==> src/rtl/irq_casc_pkg.sv <==
// Shared constants and types for the cascaded interrupt controller.
package irq_casc_pkg;
    localparam int UNIT_LINES   = 8;
    localparam int UNIT_IDX_W   = $clog2(UNIT_LINES);
    localparam int VECTOR_W     = 8;
    localparam int CASCADE_LINE = 2;
    localparam int DEV_LINES    = 2 * UNIT_LINES;

    typedef enum logic [1:0] {
        CFG_MASK = 2'd0,
        CFG_BASE = 2'd1,
        CFG_EOI  = 2'd2,
        CFG_NONE = 2'd3
    } cfg_op_e;
endpackage

==> src/rtl/irq_prio_first.sv <==
// Finds the lowest set bit of a vector (the highest priority).
// Assumes: W >= 2. The outputs are purely combinational.
module irq_prio_first #(
    parameter int W  = 8,
    parameter int IW = $clog2(W)
) (
    input  logic [W-1:0]  bits_in,
    output logic          found,
    output logic [IW-1:0] idx,
    output logic [W-1:0]  onehot
);
    // Scan from the top so that the lowest set index is the one kept.
    always_comb begin
        found = 1'b0;
        idx   = '0;
        for (int i = W - 1; i >= 0; i--) begin
            if (bits_in[i]) begin
                found = 1'b1;
                idx   = IW'(i);
            end
        end
    end

    // Isolate the lowest set bit.
    assign onehot = bits_in & (~bits_in + 1'b1);
endmodule

==> src/rtl/irq_unit.sv <==
// One eight-line controller unit: edge latching, masking, priority choice
// against in-service lines, acknowledge and end-of-interrupt handling.
// Assumes: lines flagged in LEVEL_LINES are driven by a level source (the
// cascade input) and are taken as pending straight from the input.
module irq_unit #(
    parameter int                  LINES       = 8,
    parameter int                  VEC_W       = 8,
    parameter logic [LINES-1:0]    LEVEL_LINES = '0,
    parameter logic [VEC_W-1:0]    RESET_BASE  = '0,
    parameter int                  IW          = $clog2(LINES)
) (
    input  logic             clk,
    input  logic             rst_n,
    input  logic [LINES-1:0] req_in,
    input  logic             ack_in,
    input  logic             mask_we,
    input  logic             base_we,
    input  logic             eoi_we,
    input  logic [VEC_W-1:0] wdata,
    output logic             int_out,
    output logic [IW-1:0]    pick_idx,
    output logic [VEC_W-1:0] vec_out
);
    localparam logic [LINES-1:0] EDGE_LINES = ~LEVEL_LINES;

    logic [LINES-1:0] req_q;
    logic [LINES-1:0] irr_q;
    logic [LINES-1:0] isr_q;
    logic [LINES-1:0] mask_q;
    logic [VEC_W-1:0] base_q;

    logic [LINES-1:0] rise;
    logic [LINES-1:0] irr_eff;
    logic [LINES-1:0] elig;
    logic             pend_found;
    logic [IW-1:0]    pend_idx;
    logic [LINES-1:0] pend_oh;
    logic             isr_found;
    logic [IW-1:0]    isr_idx;
    logic [LINES-1:0] isr_oh;
    logic             take;
    logic [LINES-1:0] take_oh;
    logic [LINES-1:0] eoi_oh;

    // Rising edges of the edge-sensitive inputs.
    assign rise    = req_in & ~req_q & EDGE_LINES;
    // Pending set: latched edge lines plus live level lines.
    assign irr_eff = (irr_q & EDGE_LINES) | (req_in & LEVEL_LINES);
    assign elig    = irr_eff & ~mask_q;

    irq_prio_first #(.W(LINES), .IW(IW)) u_pend (
        .bits_in (elig),
        .found   (pend_found),
        .idx     (pend_idx),
        .onehot  (pend_oh)
    );

    irq_prio_first #(.W(LINES), .IW(IW)) u_serv (
        .bits_in (isr_q),
        .found   (isr_found),
        .idx     (isr_idx),
        .onehot  (isr_oh)
    );

    // Forward only a line that outranks everything in service.
    assign int_out  = pend_found && (!isr_found || (pend_idx < isr_idx));
    assign take     = ack_in && int_out;
    assign take_oh  = take   ? pend_oh : '0;
    assign eoi_oh   = eoi_we ? isr_oh  : '0;
    assign pick_idx = pend_idx;
    assign vec_out  = {base_q[VEC_W-1:IW], pend_idx};

    // Previous input levels for edge detection.
    always_ff @(posedge clk) begin
        if (!rst_n) req_q <= '0;
        else        req_q <= req_in;
    end

    // Pending register: a new edge wins over a same-cycle grant.
    always_ff @(posedge clk) begin
        if (!rst_n) irr_q <= '0;
        else        irr_q <= ((irr_q & ~take_oh) | rise) & EDGE_LINES;
    end

    // In-service register: EOI sees the pre-grant state; the grant is ORed after it.
    always_ff @(posedge clk) begin
        if (!rst_n) isr_q <= '0;
        else        isr_q <= (isr_q & ~eoi_oh) | take_oh;
    end

    // Mask register, written whole.
    always_ff @(posedge clk) begin
        if (!rst_n)       mask_q <= '0;
        else if (mask_we) mask_q <= wdata[LINES-1:0];
    end

    // Vector base, aligned to a block of LINES vectors.
    always_ff @(posedge clk) begin
        if (!rst_n)       base_q <= {RESET_BASE[VEC_W-1:IW], {IW{1'b0}}};
        else if (base_we) base_q <= {wdata[VEC_W-1:IW], {IW{1'b0}}};
    end

    // the granted line is in service after the grant edge.
    a_r7_grant_in_service: assert property (@(posedge clk) disable iff (!rst_n)
        take |=> ((isr_q & $past(pend_oh)) == $past(pend_oh)));

    // a fully masked unit never requests.
    a_r4_full_mask_quiet: assert property (@(posedge clk) disable iff (!rst_n)
        (mask_q == '1) |-> !int_out);

    // a line already in service is never forwarded again.
    a_r6_no_equal_forward: assert property (@(posedge clk) disable iff (!rst_n)
        int_out |-> ((isr_q & pend_oh) == '0));

    // EOI without a grant retires exactly one in-service line.
    a_r8_eoi_retires_one: assert property (@(posedge clk) disable iff (!rst_n)
        (eoi_we && isr_found && !take) |=>
            ($countones(isr_q) + 1 == $countones($past(isr_q))));
endmodule

==> src/rtl/irq_cascade_ctrl.sv <==
// Top of the cascaded controller: wires the secondary unit into the
// primary unit's cascade line, decodes configuration writes and registers
// the vector handed to the processor.
// Assumes: cpu_ack is a single-cycle pulse per acknowledge cycle.
module irq_cascade_ctrl
    import irq_casc_pkg::*;
(
    input  logic                 clk,
    input  logic                 rst_n,
    input  logic [DEV_LINES-1:0] dev_irq,
    input  logic                 cpu_ack,
    input  logic                 cfg_we,
    input  logic                 cfg_sel,
    input  logic [1:0]           cfg_op,
    input  logic [VECTOR_W-1:0]  cfg_data,
    output logic                 cpu_int,
    output logic                 vec_valid,
    output logic [VECTOR_W-1:0]  vec
);
    localparam logic [UNIT_LINES-1:0] PRI_LEVEL = UNIT_LINES'(1) << CASCADE_LINE;
    localparam logic [VECTOR_W-1:0]   SEC_BASE  = VECTOR_W'(UNIT_LINES);

    logic [UNIT_LINES-1:0] pri_req;
    logic [UNIT_LINES-1:0] sec_req;
    logic                  sec_int;
    logic                  pri_int;
    logic [UNIT_IDX_W-1:0] pri_idx;
    logic [UNIT_IDX_W-1:0] sec_idx;
    logic [VECTOR_W-1:0]   pri_vec;
    logic [VECTOR_W-1:0]   sec_vec;
    logic                  via_cascade;
    logic                  sec_ack;
    logic [1:0]            mask_we;
    logic [1:0]            base_we;
    logic [1:0]            eoi_we;
    logic                  unused_dev_line;
    logic                  unused_sec_idx;

    assign unused_dev_line = dev_irq[CASCADE_LINE];
    assign unused_sec_idx  = ^sec_idx;

    // Primary inputs: device lines with the cascade line replaced.
    always_comb begin
        pri_req               = dev_irq[UNIT_LINES-1:0];
        pri_req[CASCADE_LINE] = sec_int;
    end
    assign sec_req = dev_irq[DEV_LINES-1:UNIT_LINES];

    // Per-unit write strobes from the configuration port.
    always_comb begin
        mask_we = '0;
        base_we = '0;
        eoi_we  = '0;
        if (cfg_we) begin
            unique case (cfg_op_e'(cfg_op))
                CFG_MASK: mask_we[cfg_sel] = 1'b1;
                CFG_BASE: base_we[cfg_sel] = 1'b1;
                CFG_EOI:  eoi_we[cfg_sel]  = 1'b1;
                default:  ;
            endcase
        end
    end

    assign via_cascade = (pri_idx == UNIT_IDX_W'(CASCADE_LINE));
    assign sec_ack     = cpu_ack && pri_int && via_cascade;
    assign cpu_int     = pri_int;

    irq_unit #(
        .LINES       (UNIT_LINES),
        .VEC_W       (VECTOR_W),
        .LEVEL_LINES (PRI_LEVEL),
        .RESET_BASE  ('0)
    ) u_primary (
        .clk      (clk),
        .rst_n    (rst_n),
        .req_in   (pri_req),
        .ack_in   (cpu_ack),
        .mask_we  (mask_we[0]),
        .base_we  (base_we[0]),
        .eoi_we   (eoi_we[0]),
        .wdata    (cfg_data),
        .int_out  (pri_int),
        .pick_idx (pri_idx),
        .vec_out  (pri_vec)
    );

    irq_unit #(
        .LINES       (UNIT_LINES),
        .VEC_W       (VECTOR_W),
        .LEVEL_LINES ('0),
        .RESET_BASE  (SEC_BASE)
    ) u_secondary (
        .clk      (clk),
        .rst_n    (rst_n),
        .req_in   (sec_req),
        .ack_in   (sec_ack),
        .mask_we  (mask_we[1]),
        .base_we  (base_we[1]),
        .eoi_we   (eoi_we[1]),
        .wdata    (cfg_data),
        .int_out  (sec_int),
        .pick_idx (sec_idx),
        .vec_out  (sec_vec)
    );

    // Register the granted vector for one cycle.
    always_ff @(posedge clk) begin
        if (!rst_n) begin
            vec_valid <= 1'b0;
            vec       <= '0;
        end else begin
            vec_valid <= cpu_ack && pri_int;
            if (cpu_ack && pri_int) vec <= via_cascade ? sec_vec : pri_vec;
        end
    end

    // a vector only ever follows an acknowledge.
    a_r7_vec_after_ack: assert property (@(posedge clk) disable iff (!rst_n)
        vec_valid |-> $past(cpu_ack));

    // a cascaded grant always finds the secondary unit requesting.
    a_r5_cascade_has_source: assert property (@(posedge clk) disable iff (!rst_n)
        sec_ack |-> sec_int);
endmodule

==> config.mk <==
export PLATFORM = sky130hd
export DESIGN_NAME = irq_cascade_ctrl
export DESIGN_NICKNAME = d
export VERILOG_FILES = /design/src/rtl/irq_casc_pkg.sv /design/src/rtl/irq_prio_first.sv /design/src/rtl/irq_unit.sv /design/src/rtl/irq_cascade_ctrl.sv
export SDC_FILE = /design/constraint.sdc
export NUM_CORES = 1
export LEC_CHECK = 0
export CORE_MARGIN = 2
export CORE_UTILIZATION = 60
export DETAILED_ROUTE_END_ITERATION = 8
export GPL_ROUTABILITY_DRIVEN = 0
export GPL_TIMING_DRIVEN = 0
export PLACE_DENSITY_LB_ADDON = 0.15
export SETUP_SLACK_MARGIN = 0.1
export SLEW_MARGIN = 30
export SYNTH_ARGS = -nofsm -noshare
export SYNTH_HDL_FRONTEND = slang
export SYNTH_SLANG_ARGS = --single-unit
==> constraint.sdc <==
create_clock -name clk -period 10.61 [get_ports clk]
set_input_delay 1.061 -clock clk [delete_from_list [all_inputs] [get_ports clk]]
set_output_delay 1.061 -clock clk [all_outputs]
set_load 0.005 [all_outputs]
======== After elaboration in Yosys (flattened, before gate mapping) ========
Index checks and enable logic that the tools add are counted.
operators by class
  order comparisons ....................... 4
  muxes and demuxes ....................... 77
  equal/unequal tests ..................... 3
  reductions and logical operators ........ 11
  add/sub/neg operators ................... 4
  bitwise logic cells ..................... 29
operator list
  cell                   count
  $and A8 B8 Y8          12
  $mux W3                32
  $not A8 Y8             12
  $mux W8                5
  $mux W1                33
  $add A8 B1 Y8 const B  4
  $or A8 B8 Y8           4
  $mux W2                6
  $or A8 B3 Y8           1
  $logic_and A1 B1 Y1    6
  $lt A3 B3 Y1           2
  $eq A3 B2 Y1 const B   1
  $eq A2 B1 Y1 const B   1
  $eq A2 B2 Y1 const B   1
  $logic_not A1 Y1       2
  $logic_not A2 Y1       1
  $logic_or A1 B1 Y1     2
  $lt A1 B2 Y1 const B   1
  $demux W1 S1           1
  $ge A1 B1 Y1 const B   1
storage, ports and cells
  register bits ........................... 83
  output and inout port bits .............. 10
  bits of input ports ..................... 31

======== Depth between registers and ports, before layout ========
  depth in word-level cells ............... 33
  depth in mapped cells ................... 20

======== By module ========
Synthesis repeated with hierarchy kept, for this count alone.
unflattened totals
  cells, all modules ...................... 442
  area, all modules ....................... 3963.8 sq um
by module, submodules not included
  module                  times used  area an instance (sq um)  cells an instance  sequential area each (sq um)
  irq_unit (u_secondary)  1           1519.0                    149                740.7
  irq_unit (u_primary)    1           1452.6                    142                700.7
  irq_prio_first          4           138.9                     23                 0.0
  irq_cascade_ctrl        1           436.7                     59                 180.2

======== Worst setup path before layout ========
OpenSTA, ideal clock, no wires.
  path type ............................... register to output
  start ................................... register u_secondary.irr_q[0] (netlist: u_secondary.irr_eff[0])
  end ..................................... output cpu_int
  slack ................................... 6033 ps
  required time ........................... 9549 ps
  arrival ................................. 3516 ps
  cell stages (with the launch flop) ...... 19
  buffers on the path ..................... 1
  cell sequence ........................... dfxtp_1 > nor2b_1 > or2_1 > clkbuf_1 > or3_1 > nor2_1 > ha_1 > a211o_1 > a21oi_1 > a21boi_4 > nor2_2 > o21a_1 > ha_1 > nand2_1 > a21oi_1 > and3_1 > o22a_1 > and2_1 > nor2_1
on the way
  word-level cells in the longest chain between the ends .. 13
  elaborated cells between the ends (all ways) .. 17
  classes of those cells .................. order compare: 2; mux: 8; bitwise: 3; reduce/logical: 4
ends and longest elaborated chain
  item                      line                    source
  start: declaration        irq_unit.sv:27          logic [LINES-1:0] irr_q;
  start signal: assignment  irq_unit.sv:82          else irr_q <= ((irr_q & ~take_oh) | rise) & EDGE_LINES;
  $and A8 B8 Y8 *           irq_unit.sv:49          assign elig = irr_eff & ~mask_q;
  $mux W3                   irq_prio_first.sv:17    if (bits_in[i]) begin
  $lt A3 B3 Y1              irq_unit.sv:66          assign int_out = pend_found && (!isr_found || (pend_idx < isr_idx));
  $logic_or A1 B1 Y1        irq_unit.sv:66
  $logic_and A1 B1 Y1 *     irq_unit.sv:66
  $or A8 B3 Y8 *            irq_unit.sv:48          assign irr_eff = (irr_q & EDGE_LINES) | (req_in & LEVEL_LINES);
  $and A8 B8 Y8 *           irq_unit.sv:49
  $mux W3 (3 in series)     irq_prio_first.sv:17
  $lt A3 B3 Y1              irq_unit.sv:66
  $logic_or A1 B1 Y1        irq_unit.sv:66
  $logic_and A1 B1 Y1 *     irq_unit.sv:66
  end: declaration          irq_cascade_ctrl.sv:16  output logic cpu_int,
Mark *: on every way between the ends. The rest lies on a longest branch, timed or not.

======== Worst setup path in the final report ========
  start ................................... register u_secondary.mask_q[0]
  end ..................................... output cpu_int
on the way
  word-level cells in the longest chain between the ends .. 14
  elaborated cells between the ends (all ways) .. 18
  classes of those cells .................. order compare: 2; mux: 8; bitwise: 4; reduce/logical: 4
ends and longest elaborated chain
  item                      line                  source
  start: declaration        irq_unit.sv:29        logic [LINES-1:0] mask_q;
  start signal: assignment  irq_unit.sv:94        else if (mask_we) mask_q <= wdata[LINES-1:0];
  $not A8 Y8 *              irq_unit.sv:49
  $and A8 B8 Y8 *           irq_unit.sv:49
  $mux W3                   irq_prio_first.sv:17
  $lt A3 B3 Y1              irq_unit.sv:66
  $logic_or A1 B1 Y1        irq_unit.sv:66
  $logic_and A1 B1 Y1 *     irq_unit.sv:66
  $or A8 B3 Y8 *            irq_unit.sv:48
  $and A8 B8 Y8 *           irq_unit.sv:49
  $mux W3 (3 in series)     irq_prio_first.sv:17
  $lt A3 B3 Y1              irq_unit.sv:66
  $logic_or A1 B1 Y1        irq_unit.sv:66
  $logic_and A1 B1 Y1 *     irq_unit.sv:66
Marked as above.

==> flow_metrics.env <==
export IMPL_required_ps=9550
export IMPL_regArea_um2=1620
export IMPL_end_kind="output port"
export IMPL_yosysWarnings=0
export IMPL_crit_path_max_fanout=6
export IMPL_max_freq_mhz=165
export IMPL_hold_class="reg2reg"
export IMPL_worst_pin_slew_ps=837
export IMPL_yosysUniqueCellTypes=60
export IMPL_synth_top_area_frac=0.436
export IMPL_initial_utilization=0.624
export IMPL_pre_cts_ws_ps=5090
export IMPL_drt_pass1_iter_count=6
export IMPL_fin_nets=519
export IMPL_clk_latency_ps=370
export IMPL_synth_edf_count=0
export IMPL_vdd_drop_max_v=0.000109
export IMPL_die_w_um=82.7
export IMPL_place_area_um2=4190
export IMPL_vias=3417
export IMPL_num_io_pins=41
export IMPL_core_area_um2=5960
export IMPL_antenna_found_initial=0
export IMPL_synthMuxAreaShare=0.0404
export IMPL_synth_area_um2=3720
export IMPL_dp_cells=548
export IMPL_synth_most_common_cell="dfxtp_1"
export IMPL_synth_compound_area_frac=0.199
export IMPL_synthXorXnorAreaFrac=0
export IMPL_min_period_over_period=0.570
export IMPL_num_rows=28
export IMPL_ant_nets=0
export IMPL_syn_instance_count=436
export IMPL_design_area_um2=4380
export IMPL_drt_vias_per_instance=6.06
export IMPL_async_flop_share=0
export IMPL_synth_top_family_by_area="simple AND/OR/NAND/NOR gates"
export IMPL_cts_resized=0
export IMPL_dieArea_um2=6840
export IMPL_finalMaxSlewViolations=0
export IMPL_cts_buffers=9
export IMPL_dieHeight_um=82.7
export IMPL_synth_largest_area_cell="dfxtp_1"
export IMPL_path_clk_slew_ps=90
export IMPL_critPathLaunchType="register"
export IMPL_cts_max_path_buffers=2
export IMPL_fin_ws_ps=4560
export IMPL_grt_total_usage=0.290
export IMPL_cts_tree="yes"
export IMPL_stdcell_count=564
export IMPL_diodes=0
export IMPL_port_buffers=37
export IMPL_grt_overflow=0
export IMPL_drc_errors=0
export IMPL_area_growth_pct=17.7
export IMPL_grt_first_pass_wirelength_mm=14.7
export IMPL_routedWlPerCell_um=16.4
export IMPL_slew_headroom=0.437
export IMPL_postCtsHoldBufs=0
export IMPL_tns_ps=0
export IMPL_routed_wirelength_mm=9.25
export IMPL_setup_violations=0
export IMPL_hold_viol_final=0
export IMPL_worstPathArrival_ps=4990
export IMPL_syn_avg_cell_area_um2=8.53
export IMPL_postCtsSetupRepairBufs=0
export IMPL_grt_max_degree=16
export IMPL_clock_sinks=81
export IMPL_synth_seq_cells=81
export IMPL_ys_top_cells_by_count="dfxtp_1 (81), nand2_1 (50), a21oi_1 (38), nor2_1 (37), nor2b_1 (22)"
export IMPL_drive_above_1_share=0.0736
export IMPL_synth_simple_area_share=0.284
export IMPL_final_core_util=0.735
export IMPL_n_fill_cell=449
export IMPL_cts_max_level=3
export IMPL_cts_root_buffer="clkbuf_8"
export IMPL_dp_hpwl_mm=6.88
export IMPL_synth_top_flop_cell="dfxtp_1"
export IMPL_drtIter0Drc=335
export IMPL_crit_type="reg2out"
export IMPL_grt_pass1_vias=3091
export IMPL_syn_nets=471
export IMPL_synthTopCellsByArea="dfxtp_1 (44%), a21oi_1 (5.1%), nand2_1 (5.0%)"
export IMPL_status="finished clean"
export IMPL_power_density_nw_per_um2=170
export IMPL_synth_fa_ha_area_frac=0.0135
export IMPL_maxCapViolations=0
export IMPL_clock_skew_ps=12.6
export IMPL_p_leak_nw=1.65
export IMPL_seq_area_frac_synth=0.436
export IMPL_rsz0062_at_grt="false"
export IMPL_multiInputGateArea_um2=2000
export IMPL_min_period_ps=6050
-- final timing paths --
path / from / end / slack [ps] / depth (start not counted)
setup / recovery: u_secondary.mask_q[0] / cpu_int / 4560 / 19
hold / removal: u_primary.req_q[0] / u_primary.irr_q[0] / 420 / 1
setup reg to reg: u_secondary.mask_q[0] / vec[6] / 5680 / 19
hold reg to reg: u_primary.req_q[0] / u_primary.irr_q[0] / 420 / 1
-- final cells by class --
class | instances | share of cell area
Buffer | 18 | 0.0157
Clock buffer | 10 | 0.0315
Clock inverter | 6 | 0.0114
Inverter | 8 | 0.00686
Multi-Input combinational cell | 329 | 0.458
Sequential cell | 81 | 0.371
Tap cell | 75 | 0.0214
Timing Repair Buffer | 37 | 0.0846
-- stage by stage --
step	hold WS, ps	power [mW]
6_report	424	0.745
4_1_cts	430	0.741
2_1_floorplan	399	0.465
3_3_place_gp	409	0.524
5_1_grt	444	0.777
3_5_place_dp	428	0.532
-- registers in the layout (all words and copies together), names as in the netlist, 7 cells and up --
name and count:
u_secondary.req_q 8, u_primary.req_q 7, vec 8, u_primary.mask_q 8, u_primary.irr_q 7, u_secondary.mask_q 8
u_secondary.irr_eff 8, u_primary.isr_q 8, u_secondary.isr_q 8
-- power breakdown --
group          switching (mW)  leakage [nW]  internal (mW)
Sequential             0.0157         0.664          0.326
Combinational           0.103         0.900         0.0832
Clock                   0.122        0.0899         0.0942
-- layer usage --
layer,vias up,routed length (um),GRT usage,share of wire
li1,1664,-,-,-
met1,1614,4210,0.404,0.46
met2,125,4250,0.452,0.46
met3,14,643,0.0707,0.069
met4,0,144,0.0721,0.016
met5,-,0,0,0
-- placed cells by master, fill, tap and decap left out, types with 3 or more instances in the layout --
| cell type | Yosys | routed |
|---|---|---|
| dfxtp_1 | 81 | 81 |
| nand2_1 | 50 | 50 |
| a21oi_1 | 38 | 38 |
| nor2_1 | 37 | 37 |
| clkdlybuf4s50_1 | 0 | 37 |
| nor2b_1 | 22 | 22 |
| o21ai_0 | 19 | 19 |
| nand2b_1 | 18 | 18 |
| and2_1 | 16 | 16 |
| mux2i_1 | 15 | 15 |
| clkbuf_1 | 13 | 13 |
| nor3_1 | 12 | 12 |
| clkbuf_8 | 0 | 10 |
| nand3_1 | 9 | 9 |
| inv_1 | 8 | 8 |
| a211oi_1 | 7 | 7 |
| nor4_1 | 6 | 6 |
| o41ai_1 | 6 | 6 |
| o31ai_1 | 5 | 5 |
| or3_1 | 5 | 5 |
| o211ai_1 | 5 | 5 |
| buf_1 | 4 | 4 |
| ha_1 | 4 | 4 |
| a31oi_1 | 3 | 3 |
| o21a_1 | 3 | 3 |
| or2_2 | 3 | 3 |
| o22ai_1 | 3 | 3 |
| inv_6 | 0 | 3 |
-- worst max-delay path: stages, from the launching register on --
cell             delay [ps]
dfxtp_1                 390
nor2b_1                 100
or2_1                   230
clkbuf_1                160
or3_1                   440
nor2_1                  220
ha_1                    190
o21ai_0                  80
a32oi_1                 320
a21boi_4                330
nor2_2                   80
nor3b_1                 380
ha_1                    320
nand2_1                  70
a21oi_1                  50
and3_1                  220
o22a_1                  180
and2_1                  220
nor2_1                  120
clkdlybuf4s50_1         500
-- cells by family (layout without fill, tap and decap cells) --
| logic type | count (synthesis) | in the layout |
|---|---|---|
| compound gates | 111 | 111 |
| simple gates | 199 | 199 |
| mux | 15 | 15 |
| fa+ha+maj | 4 | 4 |
| buf+inv | 26 | 79 |
| flops | 81 | 81 |
No activity file was read; power rests on OpenSTA's default activity.
